--- src/rtl/pfx_dec_pkg.sv ---
package pfx_dec_pkg;

  localparam int BYTE_W = 8;

  typedef enum logic [1:0] {
    MODE_NORM  = 2'd0,
    MODE_QUAD  = 2'd1,
    MODE_LONG  = 2'd2,
    MODE_QLONG = 2'd3
  } xmode_e;

  typedef enum logic [3:0] {
    AM_NONE   = 4'd0,
    AM_IMPL   = 4'd1,
    AM_ZP     = 4'd2,
    AM_ZPX    = 4'd3,
    AM_ABS    = 4'd4,
    AM_ABSX   = 4'd5,
    AM_ABSY   = 4'd6,
    AM_INDX   = 4'd7,
    AM_INDY   = 4'd8,
    AM_IND    = 4'd9,
    AM_INDZ   = 4'd10,
    AM_LINDZ  = 4'd11,
    AM_LIND   = 4'd12,
    AM_SPINDY = 4'd13,
    AM_RSVD   = 4'd14,
    AM_BASE   = 4'd15
  } amode_e;

  typedef enum logic [2:0] {
    ST_IDLE  = 3'd0,
    ST_SAW1  = 3'd1,
    ST_QUAD  = 3'd2,
    ST_LONG  = 3'd3,
    ST_QLONG = 3'd4
  } pst_e;

  typedef struct packed {
    logic [BYTE_W-1:0] op;
    xmode_e            mode;
    amode_e            am;
    logic              ill;
  } dec_t;

endpackage

--- src/rtl/pfx_seq_fsm.sv ---
module pfx_seq_fsm
  import pfx_dec_pkg::*;
#(
  parameter logic [BYTE_W-1:0] QUAD_PFX = 8'h42,
  parameter logic [BYTE_W-1:0] LONG_PFX = 8'hEA
) (
  input  logic              clk,
  input  logic              rst_n,
  input  logic              in_valid,
  input  logic [BYTE_W-1:0] in_byte,
  output logic              in_ready,
  output pst_e              st_q,
  output logic              fire,
  output logic [BYTE_W-1:0] fire_op,
  output xmode_e            fire_mode
);

  pst_e st_d;
  logic acc;
  logic is_quad_b;
  logic is_long_b;
  logic st_en;

  assign is_quad_b = (in_byte == QUAD_PFX);
  assign is_long_b = (in_byte == LONG_PFX);

  // A lone first prefix byte is flushed before the next byte is taken.
  assign in_ready = !((st_q == ST_SAW1) && in_valid && !is_quad_b);
  assign acc      = in_valid && in_ready;

  always_comb begin
    st_d      = st_q;
    fire      = 1'b0;
    fire_op   = in_byte;
    fire_mode = MODE_NORM;
    unique case (st_q)
      ST_IDLE: begin
        if (acc) begin
          if (is_quad_b)      st_d = ST_SAW1;
          else if (is_long_b) st_d = ST_LONG;
          else                fire = 1'b1;
        end
      end
      ST_SAW1: begin
        if (in_valid) begin
          if (is_quad_b) begin
            st_d = ST_QUAD;
          end else begin
            fire    = 1'b1;
            fire_op = QUAD_PFX;
            st_d    = ST_IDLE;
          end
        end
      end
      ST_QUAD: begin
        if (acc) begin
          if (is_long_b) begin
            st_d = ST_QLONG;
          end else begin
            fire      = 1'b1;
            fire_mode = MODE_QUAD;
            st_d      = ST_IDLE;
          end
        end
      end
      ST_LONG: begin
        if (acc) begin
          fire      = 1'b1;
          fire_mode = MODE_LONG;
          st_d      = ST_IDLE;
        end
      end
      ST_QLONG: begin
        if (acc) begin
          fire      = 1'b1;
          fire_mode = MODE_QLONG;
          st_d      = ST_IDLE;
        end
      end
      default: st_d = ST_IDLE;
    endcase
  end

  assign st_en = (st_d != st_q);

  always_ff @(posedge clk or negedge rst_n) begin
    if (!rst_n) begin
      st_q <= ST_IDLE;
    end else if (st_en) begin
      st_q <= st_d;
    end
  end

endmodule

--- src/rtl/pfx_quad_class.sv ---
module pfx_quad_class
  import pfx_dec_pkg::*;
#(
  parameter logic [BYTE_W-1:0] SPREL_ST = 8'h82,
  parameter logic [BYTE_W-1:0] SPREL_LD = 8'hE2,
  parameter logic [BYTE_W-1:0] INC_IMP  = 8'h1A,
  parameter logic [BYTE_W-1:0] DEC_IMP  = 8'h3A
) (
  input  logic [BYTE_W-1:0] op,
  output amode_e            am
);

  logic [2:0] grp;
  logic [2:0] row;
  logic [1:0] col;
  logic       rmw_grp;
  logic       shift_grp;

  assign grp       = op[7:5];
  assign row       = op[4:2];
  assign col       = op[1:0];
  assign shift_grp = (grp <= 3'd3);
  assign rmw_grp   = shift_grp || (grp >= 3'd6);

  always_comb begin
    am = AM_NONE;
    unique case (col)
      2'b01: begin
        unique case (row)
          3'd0: am = AM_INDX;
          3'd1: am = AM_ZP;
          3'd2: am = AM_NONE;
          3'd3: am = AM_ABS;
          3'd4: am = AM_INDY;
          3'd5: am = AM_ZPX;
          3'd6: am = AM_ABSY;
          default: am = AM_ABSX;
        endcase
      end
      2'b10: begin
        if (row == 3'd4) begin
          am = AM_IND;
        end else if (row == 3'd0) begin
          am = ((op == SPREL_ST) || (op == SPREL_LD)) ? AM_SPINDY : AM_NONE;
        end else if (row == 3'd6) begin
          am = ((op == INC_IMP) || (op == DEC_IMP)) ? AM_IMPL : AM_NONE;
        end else if (!rmw_grp) begin
          am = AM_NONE;
        end else begin
          unique case (row)
            3'd1: am = AM_ZP;
            3'd2: am = shift_grp ? AM_IMPL : AM_NONE;
            3'd3: am = AM_ABS;
            3'd5: am = AM_ZPX;
            3'd7: am = AM_ABSX;
            default: am = AM_NONE;
          endcase
        end
      end
      default: am = AM_NONE;
    endcase
  end

endmodule

--- src/rtl/pfx_ext_class.sv ---
module pfx_ext_class
  import pfx_dec_pkg::*;
(
  input  logic [BYTE_W-1:0] op,
  input  xmode_e            mode,
  output dec_t              dec
);

  localparam logic [4:0] PTR_COL = 5'h12;

  amode_e quad_am;
  amode_e am;
  logic   ptr_col;

  assign ptr_col = (op[4:0] == PTR_COL);

  pfx_quad_class quad_cls_i (
    .op (op),
    .am (quad_am)
  );

  always_comb begin
    unique case (mode)
      MODE_QUAD:  am = quad_am;
      MODE_LONG:  am = ptr_col ? AM_LINDZ : AM_NONE;
      MODE_QLONG: am = ptr_col ? AM_LIND  : AM_NONE;
      default:    am = ptr_col ? AM_INDZ  : AM_BASE;
    endcase
  end

  always_comb begin
    dec.op   = op;
    dec.mode = mode;
    dec.am   = am;
    dec.ill  = (am == AM_NONE);
  end

endmodule

--- src/rtl/pfx_decoder_top.sv ---
module pfx_decoder_top
  import pfx_dec_pkg::*;
#(
  parameter logic [7:0] QUAD_PFX = 8'h42,
  parameter logic [7:0] LONG_PFX = 8'hEA,
  parameter int         SYNC_STAGES = 2
) (
  input  logic       clk,
  input  logic       rst_n,
  input  logic       in_valid,
  input  logic [7:0] in_byte,
  output logic       in_ready,
  output logic       out_strobe,
  output logic [7:0] out_opcode,
  output logic [1:0] out_mode,
  output logic [3:0] out_amode,
  output logic       out_illegal
);

  localparam int SYNC_W = (SYNC_STAGES < 1) ? 1 : SYNC_STAGES;

  logic [SYNC_W-1:0] rst_sync_q;
  logic              rst_int_n;

  pst_e              st_q;
  logic              fire;
  logic [BYTE_W-1:0] fire_op;
  xmode_e            fire_mode;
  dec_t              dec;
  dec_t              dec_q;
  logic              strobe_q;

  // Reset asserts at once and leaves after SYNC_W clock edges.
  generate
    if (SYNC_W == 1) begin : g_sync1
      always_ff @(posedge clk or negedge rst_n) begin
        if (!rst_n) rst_sync_q <= 1'b0;
        else        rst_sync_q <= 1'b1;
      end
    end else begin : g_syncn
      always_ff @(posedge clk or negedge rst_n) begin
        if (!rst_n) rst_sync_q <= '0;
        else        rst_sync_q <= {rst_sync_q[SYNC_W-2:0], 1'b1};
      end
    end
  endgenerate

  assign rst_int_n = rst_sync_q[SYNC_W-1];

  pfx_seq_fsm #(
    .QUAD_PFX (QUAD_PFX),
    .LONG_PFX (LONG_PFX)
  ) seq_i (
    .clk       (clk),
    .rst_n     (rst_int_n),
    .in_valid  (in_valid),
    .in_byte   (in_byte),
    .in_ready  (in_ready),
    .st_q      (st_q),
    .fire      (fire),
    .fire_op   (fire_op),
    .fire_mode (fire_mode)
  );

  pfx_ext_class cls_i (
    .op   (fire_op),
    .mode (fire_mode),
    .dec  (dec)
  );

  always_ff @(posedge clk or negedge rst_int_n) begin
    if (!rst_int_n) begin
      strobe_q <= 1'b0;
    end else begin
      strobe_q <= fire;
    end
  end

  always_ff @(posedge clk or negedge rst_int_n) begin
    if (!rst_int_n) begin
      dec_q <= '0;
    end else if (fire) begin
      dec_q <= dec;
    end
  end

  assign out_strobe  = strobe_q;
  assign out_opcode  = dec_q.op;
  assign out_mode    = dec_q.mode;
  assign out_amode   = dec_q.am;
  assign out_illegal = dec_q.ill;

endmodule

--- config.mk ---
export PLATFORM = sky130hd
export DESIGN_NAME = pfx_decoder_top
export DESIGN_NICKNAME = d
export VERILOG_FILES = /design/src/rtl/pfx_dec_pkg.sv /design/src/rtl/pfx_seq_fsm.sv /design/src/rtl/pfx_quad_class.sv /design/src/rtl/pfx_ext_class.sv /design/src/rtl/pfx_decoder_top.sv
export SDC_FILE = /design/constraint.sdc
export NUM_CORES = 1
export LEC_CHECK = 0
export BUFFER_PORTS_ARGS = -buffer_cell sky130_fd_sc_hd__buf_2
export CAP_MARGIN = 20
export CORE_MARGIN = 4
export CORE_UTILIZATION = 44
export CTS_CLUSTER_SIZE = 10
export DETAILED_ROUTE_END_ITERATION = 8
export HOLD_SLACK_MARGIN = 0.03
export PLACE_DENSITY = 0.74
export SYNTH_ARGS = -nofsm -noshare
export SYNTH_HDL_FRONTEND = slang
export SYNTH_SLANG_ARGS = --single-unit
--- constraint.sdc ---
create_clock -name clk -period 1 [get_ports clk]
set_input_delay 0.15 -clock clk [delete_from_list [all_inputs] [get_ports clk]]
set_output_delay 0.15 -clock clk [all_outputs]
set_load 0.02 [all_outputs]
; ---- Word level (Yosys, flattened, before mapping)
; Cells that the tools add are included.
[word_totals]
register_bits = 21
wordCells = 84
[classes]
n_eq_ne = 24
magnitude_cmp = 2
reduce_logical = 12
n_mux = 39
[ops]
columns = cell, n
row1 = $mux W3, 10
row2 = $pmux W4 S7, 1
row3 = $eq A8 B8 Y1 const B, 3
row4 = $mux W8, 3
row5 = $mux W4, 5
row6 = $eq A3 B3 Y1 const B, 5
row7 = $pmux W3 S5, 1
row8 = $eq A3 B2 Y1 const B, 4
row9 = $pmux W3 S4, 1
row10 = $pmux W4 S3, 1
row11 = $mux W1, 10
row12 = $eq A8 B5 Y1 const B, 1
row13 = $eq A8 B6 Y1 const B, 1
row14 = $eq A8 B7 Y1 const B, 1
row15 = $mux W2, 4
row16 = $pmux W4 S2, 1
row17 = $eq A2 B2 Y1 const B, 3
row18 = $eq A3 B1 Y1 const B, 2
row19 = $logic_not A3 Y1, 2
row20 = $pmux W2 S3, 1
row21 = $eq A5 B5 Y1 const B, 1
row22 = $eq A2 B1 Y1 const B, 2
row23 = $logic_not A4 Y1, 1
row24 = $pmux W1 S4, 1
row25 = 7 further kinds, 12

; ---- Logic depth before layout (Yosys ltp)
; Gate-level depths: netlist of the first run.
[depth]
depth_word = 14
mapped_depth = 11

; ---- Modules after synthesis
; From an unflattened synthesis of the first run, not the netlist that was laid out.
[hier_totals]
hier_cells = 136
area_unflattened_um2 = 1443.9
[modules_own_cells]
columns = mod, area_each_um2, instances, seq_area_each_um2, cells_per_inst
row1 = pfx_decoder_top, 691.9, 1, 450.4, 36
row2 = pfx_seq_fsm, 355.3, 1, 75.1, 42
row3 = pfx_quad_class, 221.5, 1, 0.0, 34
row4 = pfx_ext_class, 175.2, 1, 0.0, 24

; ---- Worst setup path before layout of the first run
; OpenSTA, ideal clock, no wires.
[synth_path]
path_type = register to register
startpoint = reg seq_i.st_q[2]
endpoint = reg dec_q (netlist bit out_illegal)
t_arrival_ps = 2049
setup_slack_ps = -1140
synth_period_minus_slack_ps = 2140
stages_incl_launch_ff = 11
setup_time_ps = 92
required_time_ps = 908
path_cell_list = dfrtp_1 > buf_6 > nor2b_1 > and3_1 > nor2_1 > inv_1 > ha_1 > a32oi_2 > nor3_1 > a311o_1 > o31ai_2
[synth_rtl]
columns = item, line_no
row1 = start: declaration, pfx_seq_fsm.sv:12  ; output pst_e st_q,
row2 = start signal: assignment, pfx_seq_fsm.sv:90  ; st_q <= st_d;
row3 = end signal: assignment, pfx_decoder_top.sv:81  ; dec_q <= '0;
row4 = end signal: assignment, pfx_decoder_top.sv:83  ; dec_q <= dec;
row5 = end: declaration, pfx_decoder_top.sv:30  ; dec_t dec_q;

; ---- Final worst setup path of the first run
[layout_path]
startpoint = reg seq_i.st_q[2]
endpoint = reg dec_q (netlist bit out_illegal)
[layout_between]
elab_chain_len = 12
elab_cells_between_ends = 57
cone_classes = 2 x order compare / 21 x eq/ne / 23 x mux / 11 x reduce/logical
[layout_rtl]
columns = item, line_no
row1 = $eq A3 B1 Y1, "pfx_seq_fsm.sv:28, pfx_seq_fsm.sv:36"
row2 = $mux W8, pfx_seq_fsm.sv:36  ; unique case (st_q)
row3 = $le A3 B2 Y1, pfx_quad_class.sv:22  ; assign shift_grp = (grp <= 3'd3);
row4 = $mux W1, pfx_quad_class.sv:52  ; 3'd2: am = shift_grp ? AM_IMPL : AM_NONE;
row5 = $pmux W3 S5, pfx_quad_class.sv:50  ; unique case (row)
row6 = $mux W3, pfx_quad_class.sv:47  ; end else if (!rmw_grp) begin
row7 = $mux W3, pfx_quad_class.sv:45  ; end else if (row == 3'd6) begin
row8 = $mux W4, pfx_quad_class.sv:43  ; end else if (row == 3'd0) begin
row9 = $mux W4, pfx_quad_class.sv:41  ; if (row == 3'd4) begin
row10 = $pmux W4 S2, pfx_quad_class.sv:27  ; unique case (col)
row11 = $pmux W4 S3, pfx_ext_class.sv:23  ; unique case (mode)
row12 = $logic_not A4 Y1, pfx_ext_class.sv:35  ; dec.ill = (am == AM_NONE);
; Several ways; a longest one is shown, not always the timed one.
; A chain may end at the register's enable or synchronous reset.

==> summary.txt, run 1 <==
Critical Path, Cell by Cell -> nor2b_2, and3_4, nor2_4, buf_6, ha_4, nor3b_2, o211ai_1, nand4_1, nand3_1, o31ai_2
vias in the first global route -> 1664
leading post-synthesis cells by cell area -> dfrtp_1 (39%), nand2_1 (5.8%), buf_4 (3.3%), o21ai_1 (2.9%), nor2_1 (2.8%)
hold crit path type -> input pin to asynchronous set/reset pin
CORE AREA -> 2853 um2
minimum clock period -> 2.127 ns
hpwl dp -> 3015 um
worst path arrival time -> 2.37 ns
worst reg2reg setup slack -> -1.13 ns
die area -> 4044 um2
Cell variety after synth -> 52
All-Layer GR Usage -> 0.2519
crit-path leading delay family -> simple AND/OR/NAND/NOR gates
total chip power -> 1989 uW
GPL Wtd Cong -> 0.9586
Yosys top cell area share -> 0.3864
critical path's largest stage delay -> 0.43 ns
sequential fraction of the synthesis area -> 0.3864
CTS Root Cell -> clkbuf_4
Post-synth EDFFs -> 0
Max Cap Viol -> 0
Buf/Inv on CP -> 1
DR vias -> 1645
CTS Buf Count -> 3
RSZ-0062 raised after global routing -> yes
largest net degree at the start of global routing -> 20
fmax -> 470.1 MHz
worst vdd ir -> 0.5808 mV
1st-pass router iterations -> 4
Reg clk slew, reported paths -> 0.13 ns
critical path class -> register to register
H-tree levels -> 1
CTS Sinks -> 21
diode count -> 0
clk_skew -> 0.01281 ns
status -> finished with violations
Mapped Nets -> 161
Main synth FF type -> dfrtp_1
Lkg Pwr -> 0.001120 uW
synthesis-to-finish area growth -> 81.88%
vias per cell -> 6.070
asr flop ratio synth -> 1.000
first-pass GRT wire length -> 8114 um
critical path data required time -> 1.24 ns
#FFs+latches synth -> 21
die height -> 63.60 um
DRT iter0 DRCs -> 139
Initial Util -> 0.4768
Antenna Violating Nets Remaining -> 0
critical path's slowest cell -> dfrtp_1
Startpoint Class -> register
Final #Nets -> 254
endpoints failing hold -> 0
number of cells produced by synthesis -> 148
Port Buf Inserts -> 27
Post-Syn Area -> 1360 um2
Max Slew Vio Count -> 0
share of cells above drive strength 1 -> 0.6333
DRC Markers -> 0
clk_lat worst skew -> 0.32 ns
Synthesis Warnings -> 0
PwrDens -> 804.0 nW/um2
Post-synth top cells -> dfrtp_1 (21), nand2_1 (21), nor2_1 (10), o21ai_1 (8)
final instance area -> 2474 um2
failing checks -> setup timing
chip width -> 63.60 um
std cell rows -> 19
Routed WL -> 5441 um
crit-path max FO -> 7
dpl cell area -> 1851 um2
# setup viols final -> 36
wire length per cell -> 20.08 um
final setup margin -> -1.127 ns
IO Count -> 28
initial antenna violation count -> 0
critical path endpoint category -> register
CTS tree -> yes
Max clock buf depth -> 2
syn_area_per_cell -> 9.190 um2
total grt overflow -> 0
cell taking the most area after synthesis -> dfrtp_1
FILL cells -> 117
fin crit share -> 2.127
==> state kept, by name, summed over array words and instances, names as in the netlist <==
signal and flops:
out_illegal 1, out_opcode 8, seq_i.st_q 3, out_mode 2
out_strobe 1, out_amode 4, rst_sync_q 2
==> worst paths after layout <==
check                                                from                         to  depth (start not counted)
worst min-delay path                                rst_n    rst_sync_q[1]$_DFF_PN0_                          2
max in group asynchronous         rst_sync_q[1]$_DFF_PN0_  seq_i.st_q[1]$_DFFE_PN0P_                          1
worst max-delay path            seq_i.st_q[2]$_DFFE_PN0P_    out_illegal$_DFFE_PN0P_                         10
worst max register to register  seq_i.st_q[2]$_DFFE_PN0P_    out_illegal$_DFFE_PN0P_                         10
worst min register to register    rst_sync_q[1]$_DFF_PN0_       out_strobe$_DFF_PN0_                          1
min in group clk                               in_byte[7]  out_opcode[7]$_DFFE_PN0P_                          4
==> logic make-up after synthesis <==
logic type / share of synthesized area
simple gates: 0.2659
compound gates: 0.2401
flops: 0.3864
buf+inv: 0.08003
fa+ha+maj: 0.01840
xor+xnor: 0.006441
other cells: 0.002757
==> per-layer routing <==
layer	global-route usage	vias to the layer above	share of wire
met5	0	-	0
met3	0.04618	21	0.066
met1	0.2970	801	0.37
met4	0.06469	0	0.031
met2	0.4641	96	0.54
li1	-	727	-
==> power by group <==
| part | switching, uW | leakage [uW] | total [uW] | internal, uW |
|---|---|---|---|---|
| Combinational | 320 | 0.000850 | 628 | 308 |
| Sequential | 30.4 | 0.000252 | 923 | 893 |
| Clock | 288 | 0.0000177 | 438 | 150 |
| Total | 638 | 0.00112 | 1990 | 1350 |
==> cell usage in the layout, fill, tap and decap left out, types with 4 or more instances in the layout <==
cell,instances
nor2_1,7
buf_6,31
o21ai_1,6
nand2b_1,4
dfrtp_1,19
buf_4,54
nand2_1,13
buf_2,9
o31a_4,4
nand2_2,7
o21ai_2,4
inv_2,4
==> final cells by class <==
class                      instances  area (um2)  share of cell area
sequential                        21       528.0              0.2135
clock inverter                     1       5.005            0.002023
multi-input combinational        112        1023              0.4138
timing repair buffer              96       829.5              0.3354
clock buffer                       3       22.52            0.009105
inverter                           7       26.28             0.01062
tap                               31       38.79             0.01568
==> through the flow <==
stage               worst slack, ns  utilization  TNS, ns  cells  hold slack (ns)
CTS                         -0.9479       0.7877   -11.26    257           0.1298
global placement            -0.9227       0.6487   -11.22    236         -0.06434
finish                       -1.127       0.8671   -13.92    271           0.1455
floorplan                   -0.9087            -   -8.174    148          -0.1456
global route                 -1.221       0.8671   -15.36    271           0.1534
detailed placement          -0.9985       0.6487   -12.17    236         -0.06196
==> worst register-to-register path, delay by kind of cell, from the launching register on <==
family	cells	cell delay, ns
flip-flops	1	0.43
buffers and inverters	1	0.11
AND/OR/NAND/NOR	6	0.94
AO/OA/AOI/OAI	2	0.37
adder cells (fa/ha/maj)	1	0.18
==> repair_timing <==
item                                    CTS  global route
resized for setup                        58            30
cloned                                    3             0
endpoints found under the setup margin   34            36
hold endpoints to repair                  2             0
pin swaps                                19            23
setup buffers                            14            16
hold buffers                              1             0
No activity file was read; power rests on OpenSTA's default activity.
==> run 2: changes to the inputs <==
--- a/config.mk
+++ b/config.mk
@@ -12,7 +12,8 @@
 export CTS_CLUSTER_SIZE = 10
 export DETAILED_ROUTE_END_ITERATION = 8
 export HOLD_SLACK_MARGIN = 0.03
-export PLACE_DENSITY = 0.74
+export PLACE_DENSITY = 0.71
 export SYNTH_ARGS = -nofsm -noshare
 export SYNTH_HDL_FRONTEND = slang
 export SYNTH_SLANG_ARGS = --single-unit
+export TNS_END_PERCENT = 1
==> constraint.sdc (replaced) <==
create_clock -name clk -period 2.6 [get_ports clk]
set_input_delay 0.39 -clock clk [delete_from_list [all_inputs] [get_ports clk]]
set_output_delay 0.39 -clock clk [all_outputs]
set_load 0.02 [all_outputs]
==> run 2 against run 1 <==
The run now ends clean. Critical endpoint unchanged. Flip-flop and latch count did not move. Utilization fell by 33 points. Critical path depth fell by 2. Hold slack improved by 0.17 ns. Largest power group unchanged. Routed wire length fell by 42%. Combinational power fell by 81%. Setup slack improved by 1.3 ns. Die area did not move. Via count fell by 28%. Critical path type unchanged. Clock skew fell by 0.0014 ns.
==> summary.txt, run 2 (synthesis gave the netlist of run 1 again) <==
busiest grt layer -> met2 (unchanged)
clk_lat worst skew -> 0.31 ns (was 0.32 ns)
Critical Path, Cell by Cell -> buf_4, nand4bb_1, nand2_1, ha_1, nand4_1, a2111oi_1, a311o_1, o31ai_2 (was nor2b_2, and3_4, nor2_4, buf_6, ha_4, nor3b_2, o211ai_1, nand4_1, nand3_1, o31ai_2)
CTS Sinks -> 21 (unchanged)
fin util -> 0.5355 (was 0.8671)
hpwl dp -> 2433 um (was 3015 um)
hold crit path type -> register to asynchronous set/reset pin (was input pin to asynchronous set/reset pin)
Initial Util -> 0.4768 (unchanged)
Port Buf Inserts -> 27 (unchanged)
RSZ-0062 raised after global routing -> no (was yes)
diode count -> 0 (unchanged)
synthesis-to-finish area growth -> 12.33% (was 81.88%)
PwrDens -> 416.8 nW/um2 (was 804.0 nW/um2)
worst reg2reg setup slack -> 0.21 ns (was -1.13 ns)
die height -> 63.60 um (unchanged)
relative slew slack -> 0.4843
first-pass GRT wire length -> 5333 um (was 8114 um)
critical path data required time -> 2.81 ns (was 1.24 ns)
1st-pass router iterations -> 4 (unchanged)
largest net degree at the start of global routing -> 26 (was 20)
All-Layer GR Usage -> 0.1639 (was 0.2519)
CTS tree -> yes (unchanged)
fin crit share -> 0.9177 (was 2.127)
total chip power -> 636.7 uW (was 1989 uW)
vias in the first global route -> 1159 (was 1664)
Fin Setup TNS -> 0 ns (was -13.92 ns)
final setup margin -> 0.2141 ns (was -1.127 ns)
met3 Use GR -> 0.04796 (was 0.04618)
Lkg Pwr -> 0.0006975 uW (was 0.001120 uW)
Final #Nets -> 188 (was 254)
Max Slew Vio Count -> 0 (unchanged)
Max Cap Viol -> 0 (unchanged)
Max clock buf depth -> 2 (unchanged)
DR vias -> 1190 (was 1645)
Startpoint Class -> register (unchanged)
CTS Buf Count -> 3 (unchanged)
critical path endpoint category -> register (unchanged)
share of cells above drive strength 1 -> 0.2644 (was 0.6333)
Reg clk slew, reported paths -> 0.12 ns (was 0.13 ns)
H-tree levels -> 1 (unchanged)
worst path arrival time -> 2.60 ns (was 2.37 ns)
minimum clock period -> 2.386 ns (was 2.127 ns)
GPL Wtd Cong -> 0.9984 (was 0.9586)
commonest non-fill, non-tap cell in the layout -> buf_2 (was buf_4)
hold_ws -> 0.3144 ns (was 0.1455 ns)
CORE AREA -> 2853 um2 (unchanged)
# setup viols final -> 0 (was 36)
worst vdd ir -> 0.2201 mV (was 0.5808 mV)
chip width -> 63.60 um (unchanged)
Routed WL -> 3148 um (was 5441 um)
endpoints failing hold -> 0 (unchanged)
CTS Root Cell -> clkbuf_4 (unchanged)
clk_skew -> 0.01145 ns (was 0.01281 ns)
Worst-Margin Slew -> 0.7736 ns
total grt overflow -> 0 (unchanged)
die area -> 4044 um2 (unchanged)
std cell rows -> 19 (unchanged)
DRC Markers -> 0 (unchanged)
max FFs per register -> 8 (unchanged)
DRT iter0 DRCs -> 66 (was 139)
critical path class -> register to register (unchanged)
status -> completed (was finished with violations)
met2 GRT Util -> 0.2686 (was 0.4641)
most frequent cells in the layout -> buf_2 (27), nand2_1 (21), dfrtp_1 (21) (was buf_4 (54), buf_6 (31), dfrtp_1 (19))
GR met1 Demand/Resource -> 0.2075 (was 0.2970)
crit-path max FO -> 9 (was 7)
wire length per cell -> 15.36 um (was 20.08 um)
critical path's largest stage delay -> 0.52 ns (was 0.43 ns)
initial antenna violation count -> 0 (unchanged)
IO Count -> 28 (unchanged)
Antenna Violating Nets Remaining -> 0 (unchanged)
fmax -> 419.1 MHz (was 470.1 MHz)
critical path's slowest cell -> a2111oi_1 (was dfrtp_1)
pre-CTS setup slack -> 0.1706 ns (was -0.9985 ns)
vias per cell -> 5.805 (was 6.070)
==> run 2: cell types whose count changed in the layout (fill, tap and decap cells not counted), sizes merged <==
cell  previous run  this run
buf             95        32
o31a             4         1
==> run 2: worst max-delay path: cells and delay by family (launching register included) <==
kind	cells	cell delay, ns
buffers and inverters	1	0.17
DFF	1	0.40
AOI/OAI and AO/OA	3	0.83
adders and majority gates	1	0.31
and+or+nand+nor	3	0.57
==> run 2: per-layer routing <==
layer  vias up  part of all wire  wire (um)
met5         -                 0          0
met4         0             0.013         40
met3         6             0.065        204
met2        43              0.46       1440
met1       550              0.46       1463
li1        591                 -          -
==> run 2: worst paths after layout <==
path	cells past startpoint	from	end
max in group asynchronous	0	rst_sync_q[1]$_DFF_PN0_	out_opcode[7]$_DFFE_PN0P_
min	0	rst_sync_q[1]$_DFF_PN0_	out_amode[1]$_DFFE_PN0P_
min in group clk	3	in_byte[5]	out_opcode[5]$_DFFE_PN0P_
min reg2reg	0	rst_sync_q[1]$_DFF_PN0_	out_amode[1]$_DFFE_PN0P_
max	8	seq_i.st_q[2]$_DFFE_PN0P_	out_illegal$_DFFE_PN0P_
max reg2reg	8	seq_i.st_q[2]$_DFFE_PN0P_	out_illegal$_DFFE_PN0P_
==> run 2: cell type report <==
class	instances	area (um2)
clock buffer	3	22.52
inverter	7	26.28
fill	277	1325
tap	31	38.79
sequential	21	525.5
multi-input combinational	109	726.9
clock inverter	1	5.005
timing repair buffer	33	182.7
==> run 2: repair_timing <==
| action | in CTS | in global routing |
|---|---|---|
| endpoints found under the hold margin | 2 | 0 |
| setup endpoints to repair | 0 | 2 |
| setup buffers | 0 | 0 |
| hold buffers | 1 | 0 |
| gates resized for setup | 0 | 1 |
==> run 2: power by group <==
| group | total [uW] | internal [uW] | switching [uW] |
|---|---|---|---|
| combinational | 121 | 43.5 | 77.7 |
| clock | 159 | 57.5 | 102 |
| sequential | 356 | 343 | 13.3 |
| total | 637 | 444 | 193 |
==> run 2: per-stage QoR <==
step	area (um2)	instances
2_1_floorplan	1360	148
3_3_place_gp	1489	200
3_5_place_dp	1489	200
4_1_cts	1526	205
5_1_grt	1528	205
6_report	1528	205
==> run 3: changes to the inputs <==
==> constraint.sdc (replaced) <==
create_clock -name clk -period 2.2 [get_ports clk]
set_input_delay 0.33 -clock clk [delete_from_list [all_inputs] [get_ports clk]]
set_output_delay 0.33 -clock clk [all_outputs]
set_load 0.02 [all_outputs]
==> run 3 against run 2 <==
Combinational power is 32% higher. Critical endpoint unchanged. Die area is the same. Highest routed layer unchanged. Sequential power grew 18%. First-iteration DRC count increased by 47%. Utilization increased by 4.5 points. Routed wire length increased by 3.8%.
==> summary.txt, run 3 (synthesis gave the netlist of run 1 again) <==
worst vdd ir -> 0.3195 mV (was 0.2201 mV)
RSZ-0062 raised after global routing -> yes (was no)
total grt overflow -> 0 (unchanged)
1st-pass router iterations -> 4 (unchanged)
CORE AREA -> 2853 um2 (unchanged)
GPL Wtd Cong -> 0.9635 (was 0.9984)
synthesis-to-finish area growth -> 21.71% (was 12.33%)
diode count -> 0 (unchanged)
fin crit share -> 0.9529 (was 0.9177)
die height -> 63.60 um (unchanged)
endpoints failing hold -> 0 (unchanged)
critical path endpoint category -> register (unchanged)
Max Cap Viol -> 0 (unchanged)
Critical Path, Cell by Cell -> nor2b_2, and3_1, nor2_2, inv_1, ha_2, a211oi_2, buf_4, a311o_1, o31ai_2 (was buf_4, nand4bb_1, nand2_1, ha_1, nand4_1, a2111oi_1, a311o_1, o31ai_2)
relative slew slack -> 0.5007 (was 0.4843)
CTS Root Cell -> clkbuf_4 (unchanged)
Buf/Inv on CP -> 2 (was 1)
fin util -> 0.5803 (was 0.5355)
WL met2 -> 1693 um (was 1440 um)
CTS Sinks -> 21 (unchanged)
Final #Nets -> 196 (was 188)
FILL cells -> 258 (was 277)
H-tree levels -> 1 (unchanged)
DR vias -> 1257 (was 1190)
Initial Util -> 0.4768 (unchanged)
critical path class -> register to register (unchanged)
hold crit path type -> register to asynchronous set/reset pin (unchanged)
DRT iter0 DRCs -> 97 (was 66)
Routed WL -> 3268 um (was 3148 um)
clk_lat worst skew -> 0.30 ns (was 0.31 ns)
CTS tree -> yes (unchanged)
crit-path max FO -> 4 (was 9)
vias in the first global route -> 1246 (was 1159)
fmax -> 477.0 MHz (was 419.1 MHz)
worst path arrival time -> 2.32 ns (was 2.60 ns)
hold_ws -> 0.3152 ns (was 0.3144 ns)
commonest non-fill, non-tap cell in the layout -> buf_2 (unchanged)
Antenna Violating Nets Remaining -> 0 (unchanged)
crit-path leading delay family -> compound AO/OA/AOI/OAI gates (unchanged)
vias per cell -> 5.901 (was 5.805)
Lkg Pwr -> 0.0007504 uW (was 0.0006975 uW)
status -> completed (unchanged)
largest net degree at the start of global routing -> 20 (was 26)
Port Buf Inserts -> 27 (unchanged)
IO Count -> 28 (unchanged)
critical path's largest stage delay -> 0.43 ns (was 0.52 ns)
DRC Markers -> 0 (unchanged)
# setup viols final -> 0 (unchanged)
wire length per cell -> 15.34 um (was 15.36 um)
Post-CTS Setup Repair Bufs -> 0 (unchanged)
most frequent cells in the layout -> buf_2 (27), nand2_1 (20), dfrtp_1 (20) (was buf_2 (27), nand2_1 (21), dfrtp_1 (21))
share of cells above drive strength 1 -> 0.3462 (was 0.2644)
Worst-Margin Slew -> 0.7490 ns (was 0.7736 ns)
All-Layer GR Usage -> 0.1700 (was 0.1639)
PwrDens -> 462.3 nW/um2 (was 416.8 nW/um2)
Max clock buf depth -> 2 (unchanged)
critical path's slowest cell -> dfrtp_1 (was a2111oi_1)
die area -> 4044 um2 (unchanged)
hpwl dp -> 2516 um (was 2433 um)
DRT met1 WL -> 1321 um (was 1463 um)
top layer in use -> met4 (unchanged)
minimum clock period -> 2.096 ns (was 2.386 ns)
CTS Buf Count -> 3 (unchanged)
Reg clk slew, reported paths -> 0.11 ns (was 0.12 ns)
max FFs per register -> 8 (unchanged)
initial antenna violation count -> 0 (unchanged)
Max Slew Vio Count -> 0 (unchanged)
Startpoint Class -> register (unchanged)
critical path data required time -> 2.43 ns (was 2.81 ns)
met3 wire len -> 209 um (was 204 um)
first-pass GRT wire length -> 5658 um (was 5333 um)
chip width -> 63.60 um (unchanged)
clk_skew -> 0.001529 ns (was 0.01145 ns)
std cell rows -> 19 (unchanged)
-- run 3: path summary, 6_finish.rpt --
kind,from,to,slack (ns),cells past startpoint
worst min-delay path,rst_sync_q[1]$_DFF_PN0_,out_amode[0]$_DFFE_PN0P_,0.32,0
min in group clk,in_byte[0],out_opcode[0]$_DFFE_PN0P_,0.32,3
worst max-delay path,seq_i.st_q[2]$_DFFE_PN0P_,out_illegal$_DFFE_PN0P_,0.10,9
worst min register to register,rst_sync_q[1]$_DFF_PN0_,out_amode[0]$_DFFE_PN0P_,0.32,0
worst max register to register,seq_i.st_q[2]$_DFFE_PN0P_,out_illegal$_DFFE_PN0P_,0.10,9
max in group asynchronous,rst_sync_q[1]$_DFF_PN0_,seq_i.st_q[1]$_DFFE_PN0P_,1.37,0
-- run 3: power by group --
part | internal (uW) | total (uW) | switching, uW
logic | 62.6 | 160 | 97.6
clock network | 67.9 | 185 | 117
registers | 405 | 420 | 15.1
-- run 3: stage by stage --
step                cells  cell area, um2  setup TNS [ns]  worst slack [ns]  power [uW]
finish                213            1655               0            0.1036       765.3
global route          213            1655        -0.03675          -0.02863       815.1
CTS                   213            1603               0           0.02966       765.9
detailed placement    208            1564        -0.04717          -0.02441       580.5
global placement      208            1564               0           0.03089       578.2
floorplan             148            1363               0          0.003249       525.5
-- run 3: layout make-up --
cell class                      instances  area (um2)  area share
Sequential cell                        21       526.8      0.3182
Inverter                                7       26.28     0.01587
Timing Repair Buffer                   41       255.2      0.1542
Clock buffer                            3       22.52     0.01361
Tap cell                               31       38.79     0.02343
Clock inverter                          1       5.005    0.003023
Multi-Input combinational cell        109       780.7      0.4717
-- run 3: metal layers --
| layer | track usage | up-vias |
|---|---|---|
| met4 | 0.04043 | 0 |
| met3 | 0.04085 | 5 |
| met5 | 0 | - |
| li1 | - | 605 |
| met1 | 0.1980 | 595 |
| met2 | 0.3103 | 52 |
-- run 3: what timing repair did --
action                     CTS  global route
hold endpoints to repair     2             0
resized for setup            1             9
setup endpoints to repair    2             5
hold buffers                 1             0
pin swaps                    0             1
